**src/rtl/fic_pkg.sv**
```systemverilog
package fic_pkg;

    typedef enum logic [2:0] {
        ST_IDLE,
        ST_CLEAR,
        ST_INTEG,
        ST_HANDOFF,
        ST_CYCLIC,
        ST_DONE
    } fic_state_t;

    function automatic int fic_max(input int a, input int b);
        return (a > b) ? a : b;
    endfunction

endpackage

```
**src/rtl/fic_phase_fsm.sv**
```systemverilog
module fic_phase_fsm #(
    parameter int MBITS_MAX = 7,
    parameter int FINE_BITS = 13,
    localparam int CFG_W = $clog2(MBITS_MAX + 1)
) (
    input  logic             clk,
    input  logic             rst_n,
    input  logic             start,
    input  logic [CFG_W-1:0] cfg_mbits,
    output logic [CFG_W-1:0] m_sel,
    output logic             int_clr,
    output logic             int_en,
    output logic             handoff,
    output logic             cyc_en,
    output logic             last_fine,
    output logic             done_st
);
    import fic_pkg::*;

    localparam int CNT_W = fic_max(MBITS_MAX + 1, $clog2(FINE_BITS) + 1);
    localparam logic [CNT_W-1:0] FINE_LAST = CNT_W'(FINE_BITS - 1);

    fic_state_t       state_q, state_d;
    logic [CNT_W-1:0] cnt_q;
    logic [CFG_W-1:0] m_q;
    logic [CFG_W-1:0] m_clamp;
    logic [CNT_W-1:0] integ_last;

    // coarse resolution clamp: 0 -> 1, above maximum -> maximum
    always_comb begin
        if (cfg_mbits == '0) begin
            m_clamp = CFG_W'(1);
        end else if (32'(cfg_mbits) > MBITS_MAX) begin
            m_clamp = CFG_W'(MBITS_MAX);
        end else begin
            m_clamp = cfg_mbits;
        end
    end

    assign integ_last = (CNT_W'(1) << m_q) - CNT_W'(1);
    assign m_sel      = m_q;

    // next-state logic
    always_comb begin
        state_d = state_q;
        unique case (state_q)
            ST_IDLE:    if (start) state_d = ST_CLEAR;
            ST_CLEAR:   state_d = ST_INTEG;
            ST_INTEG:   if (cnt_q == integ_last) state_d = ST_HANDOFF;
            ST_HANDOFF: state_d = ST_CYCLIC;
            ST_CYCLIC:  if (cnt_q == FINE_LAST) state_d = ST_DONE;
            ST_DONE:    state_d = ST_IDLE;
            default:    state_d = ST_IDLE;
        endcase
    end

    // state register, phase counter and latched configuration
    always_ff @(posedge clk or negedge rst_n) begin
        if (!rst_n) begin
            state_q <= ST_IDLE;
            cnt_q   <= '0;
            m_q     <= CFG_W'(1);
        end else begin
            state_q <= state_d;
            if (state_d != state_q) begin
                cnt_q <= '0;
            end else if (state_q == ST_INTEG || state_q == ST_CYCLIC) begin
                cnt_q <= cnt_q + CNT_W'(1);
            end
            if (state_q == ST_IDLE && start) begin
                m_q <= m_clamp;
            end
        end
    end

    // phase outputs
    always_comb begin
        int_clr   = 1'b0;
        int_en    = 1'b0;
        handoff   = 1'b0;
        cyc_en    = 1'b0;
        last_fine = 1'b0;
        done_st   = 1'b0;
        unique case (state_q)
            ST_IDLE:    ;
            ST_CLEAR:   int_clr = 1'b1;
            ST_INTEG:   int_en = 1'b1;
            ST_HANDOFF: handoff = 1'b1;
            ST_CYCLIC: begin
                cyc_en    = 1'b1;
                last_fine = (cnt_q == FINE_LAST);
            end
            ST_DONE:    done_st = 1'b1;
            default:    ;
        endcase
    end

endmodule

```
**src/rtl/fic_fold_count.sv**
```systemverilog
module fic_fold_count #(
    parameter int MBITS_MAX = 7,
    localparam int CFG_W = $clog2(MBITS_MAX + 1)
) (
    input  logic                 clk,
    input  logic                 rst_n,
    input  logic                 clr,
    input  logic                 int_en,
    input  logic                 handoff,
    input  logic                 cmp_bit,
    input  logic [CFG_W-1:0]     m_sel,
    output logic [MBITS_MAX-1:0] coarse,
    output logic                 ovf,
    output logic                 ref_sub
);
    logic [MBITS_MAX-1:0] cnt_q;
    logic                 ovf_q;
    logic                 d_prev_q;
    logic [MBITS_MAX-1:0] lim;

    // saturation limit 2^m - 1
    assign lim = {MBITS_MAX{1'b1}} >> (MBITS_MAX - int'(m_sel));

    always_ff @(posedge clk or negedge rst_n) begin
        if (!rst_n) begin
            cnt_q    <= '0;
            ovf_q    <= 1'b0;
            d_prev_q <= 1'b0;
        end else if (clr) begin
            cnt_q    <= '0;
            ovf_q    <= 1'b0;
            d_prev_q <= 1'b0;
        end else if (int_en) begin
            d_prev_q <= cmp_bit;
            if (cmp_bit) begin
                if (cnt_q == lim) begin
                    ovf_q <= 1'b1;
                end else begin
                    cnt_q <= cnt_q + 1'b1;
                end
            end
        end
    end

    // reference removal follows the previous decision
    assign ref_sub = d_prev_q & (int_en | handoff);
    assign coarse  = cnt_q;
    assign ovf     = ovf_q;

endmodule

```
**src/rtl/fic_fine_shift.sv**
```systemverilog
module fic_fine_shift #(
    parameter int FINE_BITS = 13
) (
    input  logic                 clk,
    input  logic                 rst_n,
    input  logic                 clr,
    input  logic                 shift_en,
    input  logic                 bit_in,
    output logic [FINE_BITS-1:0] fine_next
);
    logic [FINE_BITS-2:0] sr_q;

    always_ff @(posedge clk or negedge rst_n) begin
        if (!rst_n) begin
            sr_q <= '0;
        end else if (clr) begin
            sr_q <= '0;
        end else if (shift_en) begin
            sr_q <= fine_next[FINE_BITS-2:0];
        end
    end

    // word including the bit presented this cycle (MSB first)
    assign fine_next = {sr_q, bit_in};

endmodule

```
**src/rtl/fic_seq.sv**
```systemverilog
module fic_seq #(
    parameter int MBITS_MAX = 7,
    parameter int FINE_BITS = 13,
    localparam int CFG_W  = $clog2(MBITS_MAX + 1),
    localparam int CODE_W = MBITS_MAX + FINE_BITS
) (
    input  logic              clk,
    input  logic              rst_n,
    input  logic              start,
    input  logic [CFG_W-1:0]  cfg_mbits,
    input  logic              cmp_bit,
    input  logic              fine_bit,
    output logic              int_clr,
    output logic              int_en,
    output logic              ref_sub,
    output logic              cyc_en,
    output logic              done,
    output logic [CODE_W-1:0] code,
    output logic              overflow
);
    logic [CFG_W-1:0]     m_sel;
    logic                 handoff;
    logic                 last_fine;
    logic                 done_st;
    logic [MBITS_MAX-1:0] coarse;
    logic                 ovf;
    logic [FINE_BITS-1:0] fine_next;
    logic [CODE_W-1:0]    code_q;
    logic                 ovf_q;

    fic_phase_fsm #(
        .MBITS_MAX (MBITS_MAX),
        .FINE_BITS (FINE_BITS)
    ) u_fsm (
        .clk       (clk),
        .rst_n     (rst_n),
        .start     (start),
        .cfg_mbits (cfg_mbits),
        .m_sel     (m_sel),
        .int_clr   (int_clr),
        .int_en    (int_en),
        .handoff   (handoff),
        .cyc_en    (cyc_en),
        .last_fine (last_fine),
        .done_st   (done_st)
    );

    fic_fold_count #(
        .MBITS_MAX (MBITS_MAX)
    ) u_fold (
        .clk     (clk),
        .rst_n   (rst_n),
        .clr     (int_clr),
        .int_en  (int_en),
        .handoff (handoff),
        .cmp_bit (cmp_bit),
        .m_sel   (m_sel),
        .coarse  (coarse),
        .ovf     (ovf),
        .ref_sub (ref_sub)
    );

    fic_fine_shift #(
        .FINE_BITS (FINE_BITS)
    ) u_fine (
        .clk       (clk),
        .rst_n     (rst_n),
        .clr       (int_clr),
        .shift_en  (cyc_en),
        .bit_in    (fine_bit),
        .fine_next (fine_next)
    );

    // merge with one bit of overlap, registered on the last fine step
    always_ff @(posedge clk or negedge rst_n) begin
        if (!rst_n) begin
            code_q <= '0;
            ovf_q  <= 1'b0;
        end else if (last_fine) begin
            code_q <= (CODE_W'(coarse) << (FINE_BITS - 1)) + CODE_W'(fine_next);
            ovf_q  <= ovf;
        end
    end

    assign code     = code_q;
    assign overflow = ovf_q;
    assign done     = done_st;

endmodule

```
**config.mk**
```make
export PLATFORM = sky130hd
export DESIGN_NAME = fic_seq
export DESIGN_NICKNAME = d
export VERILOG_FILES = /design/src/rtl/fic_pkg.sv /design/src/rtl/fic_phase_fsm.sv /design/src/rtl/fic_fold_count.sv /design/src/rtl/fic_fine_shift.sv /design/src/rtl/fic_seq.sv
export SDC_FILE = /design/constraint.sdc
export NUM_CORES = 1
export LEC_CHECK = 0
export BUFFER_PORTS_ARGS = -buffer_cell sky130_fd_sc_hd__buf_2
export CAP_MARGIN = 20
export CORE_ASPECT_RATIO = 2
export CORE_MARGIN = 4
export CORE_UTILIZATION = 53
export DETAILED_ROUTE_END_ITERATION = 16
export PLACE_DENSITY = 0.84
export SLEW_MARGIN = 5
export SYNTH_ARGS = -nofsm -noshare
export SYNTH_HDL_FRONTEND = slang
export SYNTH_HIERARCHICAL = 1
export SYNTH_SLANG_ARGS = --single-unit
```
**constraint.sdc**
```tcl
create_clock -name clk -period 2.1 [get_ports clk]
set_input_delay 0.42 -clock clk [delete_from_list [all_inputs] [get_ports clk]]
set_output_delay 0.42 -clock clk [all_outputs]
set_load 0.005 [all_outputs]
```
==> summary.md <==
| Metric | Value |
|---|---|
| Status | finished with violations |
| Failing checks | negative setup slack |
| Reg-to-reg startpoint | u_fsm/m_sel[2]$_DFFE_PN0P_ |
| # nets final | 341 |
| Vias in the first global route | 2350 |
| CTS Sinks | 56 |
| Dpl hpwl | 4400 microns |
| Grt ovf | 0 |
| Worst R2R Setup Slack | -0.06 ns |
| CTS root buffer | clkbuf_8 |
| Startpoint Class | flop |
| Initial antenna violation count | 0 |
| Design Power | 3.85 mW |
| CTS tree | done |
| Die ar. | 7030 sq um |
| # H-tree levels | 2 |
| Slew at the pin with the worst max-slew slack | 0.309 ns |
| Worst Setup End Kind | flop |
| Combinational power share | 44.6% |
| Crit Path Category | reg2reg |
| Arr. time, crit path | 2.39 ns |
| Routability Congestion | 0.817 |
| Via density | 5.92 |
| Syn avg cell area | 10.8 sq um |
| Maxcap violations | 0 |
| Top cells by count, synth | dfrtp_1, nor2_1, nand2_1 |
| Synth top area cells | dfrtp_1, mux2_2, mux2i_1 |
| Top-count cell post-synth | dfrtp_1 |
| TritonCTS Buffers | 5 |
| IO Pins | 34 |
| Clock latency on the worst-skew pair | 0.33 ns |
| Synth Flop Type | dfrtp_1 |
| Fin. Hold Viols | 0 |
| Clk pin slew, worst setup/hold paths | 0.11 ns |
| Diode count | 0 |
| Vias | 2303 |
| CORE AREA | 5470 sq um |
| Setup TNS | -0.0576 ns |
| First-pass GRT wire length | 10600 microns |
| Final slew viol count | 0 |
| Rows | 38 |
| Post-synth top area cell | dfrtp_1 |
| Syn. warnings | 6 |
| Placed Cells | 375 |
| Storage cell area | 1410 sq um |
| Drt wl/cell | 16.2 microns |
| Synth cell types | 65 |
| Initial core utilization | 55.1% |
| Final Cycle Share | 103% |
| Final non-filler cell total | 389 |
| Share of post-route cells with drive strength above 1 | 35.0% |
| Setup Skew | 0.0156 ns |
| Max Root-Sink Buffers | 2 |
| Post-synth top area share | 45.7% |
| Flop and latch count out of synthesis | 56 |
| Peak supply drop | 0.974 mV |
| Largest net degree at the start of global routing | 57 |
| Worst EP required | 2.33 ns |
| Die Width | 61.3 microns |
| DRT antenna net count | 0 |
| Fillers | 435 |
| Post-synth ARST share | 100% |
| LEAKAGE | 1.67 nW |
| Pwr Density | 1100 nW/um^2 |
| Post-synth EDFFs | 0 |
| Fin Hold WS | 0.0589 ns |
| Sequential Power Share | 36.9% |
| 1st-iter DRT viols | 66 |
| Worst relative slew slack | 79.4% |
| P&R area growth vs syn | 16.7% |
| Die height | 115 microns |
| Mapped Cells | 279 |
| P_int | 2.38 mW |
| Final setup margin | -0.0576 ns |
| # port buffers | 33 |
| P_sw | 1.48 mW |
| R2r worst-path depth | 6 |
| Hold Crit Class | in2async |
| WL final | 6320 microns |
| Unrepaired setup endpoints after global routing | true |
| Min Tclk post-route | 2.16 ns |
| Residual DRC count | 0 |
| Multi-input logic area | 1510 sq um |
| Post-synthesis cell area | 3010 sq um |
| FF-to-FF End | u_fold/coarse[6]$_DFFE_PN0P_ |
| Final setup fails | 1 |
| Clock share of power | 18.5% |
| Sequential element share of the synthesized area | 46.6% |
| Max FO, Critical Path | 7 |
| Post-Syn Nets | 292 |
| Switching Fraction | 38.3% |
| Fmax | 0.463 GHz |
| DRT Pass-1 Iters | 4 |
| Overall routing resource usage | 19.6% |
-- cells in the final DEF, fill, tap and decap left out, types with 6 or more instances in the layout --
master and count:
nor2_1 39, buf_4 22, a21oi_1 9, xnor2_1 7
dfrtp_1 53, xor2_1 8, mux2_2 15, nand2_1 21
mux2i_1 15, buf_2 33, o21ai_0 6
-- flip-flops by register name (all words and copies together), names as in the netlist, 3 cells and up --
register       cells
u_fsm/m_sel        3
u_fine/sr_q       12
code              20
u_fsm/cnt_q        8
u_fsm/state_q      3
u_fold/coarse      7
-- power groups by stage --
stage	registers, mW	logic [mW]	clock network, mW
CTS	1.41	1.55	0.726
global placement	1.43	1.47	0
global route	1.45	1.88	0.762
finish	1.42	1.72	0.714
floorplan	1.37	1.20	0
detailed placement	1.44	1.51	0
-- worst max path at each step --
stage,end,slack [ns],startpoint
5_1_grt,u_fold/coarse[6]$_DFFE_PN0P_,-0.06,u_fsm/m_sel[2]$_DFFE_PN0P_
3_3_place_gp,u_fold/coarse[1]$_DFFE_PN0P_,0.09,u_fsm/m_sel[2]$_DFFE_PN0P_
4_1_cts,u_fold/coarse[1]$_DFFE_PN0P_,0.01,u_fsm/m_sel[2]$_DFFE_PN0P_
6_report,u_fold/coarse[6]$_DFFE_PN0P_,-0.06,u_fsm/m_sel[2]$_DFFE_PN0P_
2_1_floorplan,u_fold/coarse[1]$_DFFE_PN0P_,0.10,u_fsm/m_sel[2]$_DFFE_PN0P_
3_5_place_dp,u_fold/coarse[1]$_DFFE_PN0P_,-0.007,u_fsm/m_sel[2]$_DFFE_PN0P_
-- cell type report --
type | instances | share of cell area (%)
Clock buffer | 5 | 1.96
Clock inverter | 3 | 1.21
Multi-Input combinational cell | 201 | 42.9
Inverter | 6 | 0.747
Sequential cell | 56 | 40.0
Timing Repair Buffer | 58 | 11.1
Tap cell | 60 | 2.14
-- worst max-delay path, cell delays in order, from the launching register on --
cell,delay (ns)
dfrtp_2,0.47
or2_1,0.27
o32a_1,0.35
a211o_4,0.30
o211ai_4,0.26
o21ai_0,0.18
a21oi_1,0.22
-- routing by layer --
metal | vias to the layer above | track usage [%] | part of all wire (%)
met3 | 7 | 3.61 | 4.1
met1 | 1154 | 23.6 | 39
met2 | 54 | 33.5 | 55
li1 | 1088 | - | -
met5 | - | 0 | 0
met4 | 0 | 7.24 | 1.7
-- metrics by stage --
step	cell area [sq um]	setup WS (ns)	util (%)
after floorplan	3010	0.102	-
after detailed placement	3310	-0.00733	60.6
final	3520	-0.0576	64.3
after global routing	3520	-0.0570	64.3
after global placement	3310	0.0904	60.6
after CTS	3440	0.0106	62.8
-- logic make-up (layout without fill, tap and decap cells) --
family | Yosys count | in the layout | share of synthesized area, %
muxes | 30 | 30 | 10.6
xor gates and xnor gates | 15 | 15 | 4.36
adders and majority gates | 5 | 5 | 2.08
AOI/OAI and AO/OA | 42 | 43 | 11.4
and+or+nand+nor | 108 | 108 | 19.7
DFF | 56 | 56 | 46.6
buffers and inverters | 23 | 72 | 5.32
-- repair_timing --
action                     in CTS  in global routing
pin swaps                       1                  3
gates cloned                    0                  1
buffers inserted                1                  4
setup endpoints to repair       4                  7
hold buffers                    0                  0
resized for setup               2                  7
hold endpoints to repair        0                  0
Power figures use the tool's default switching activity.
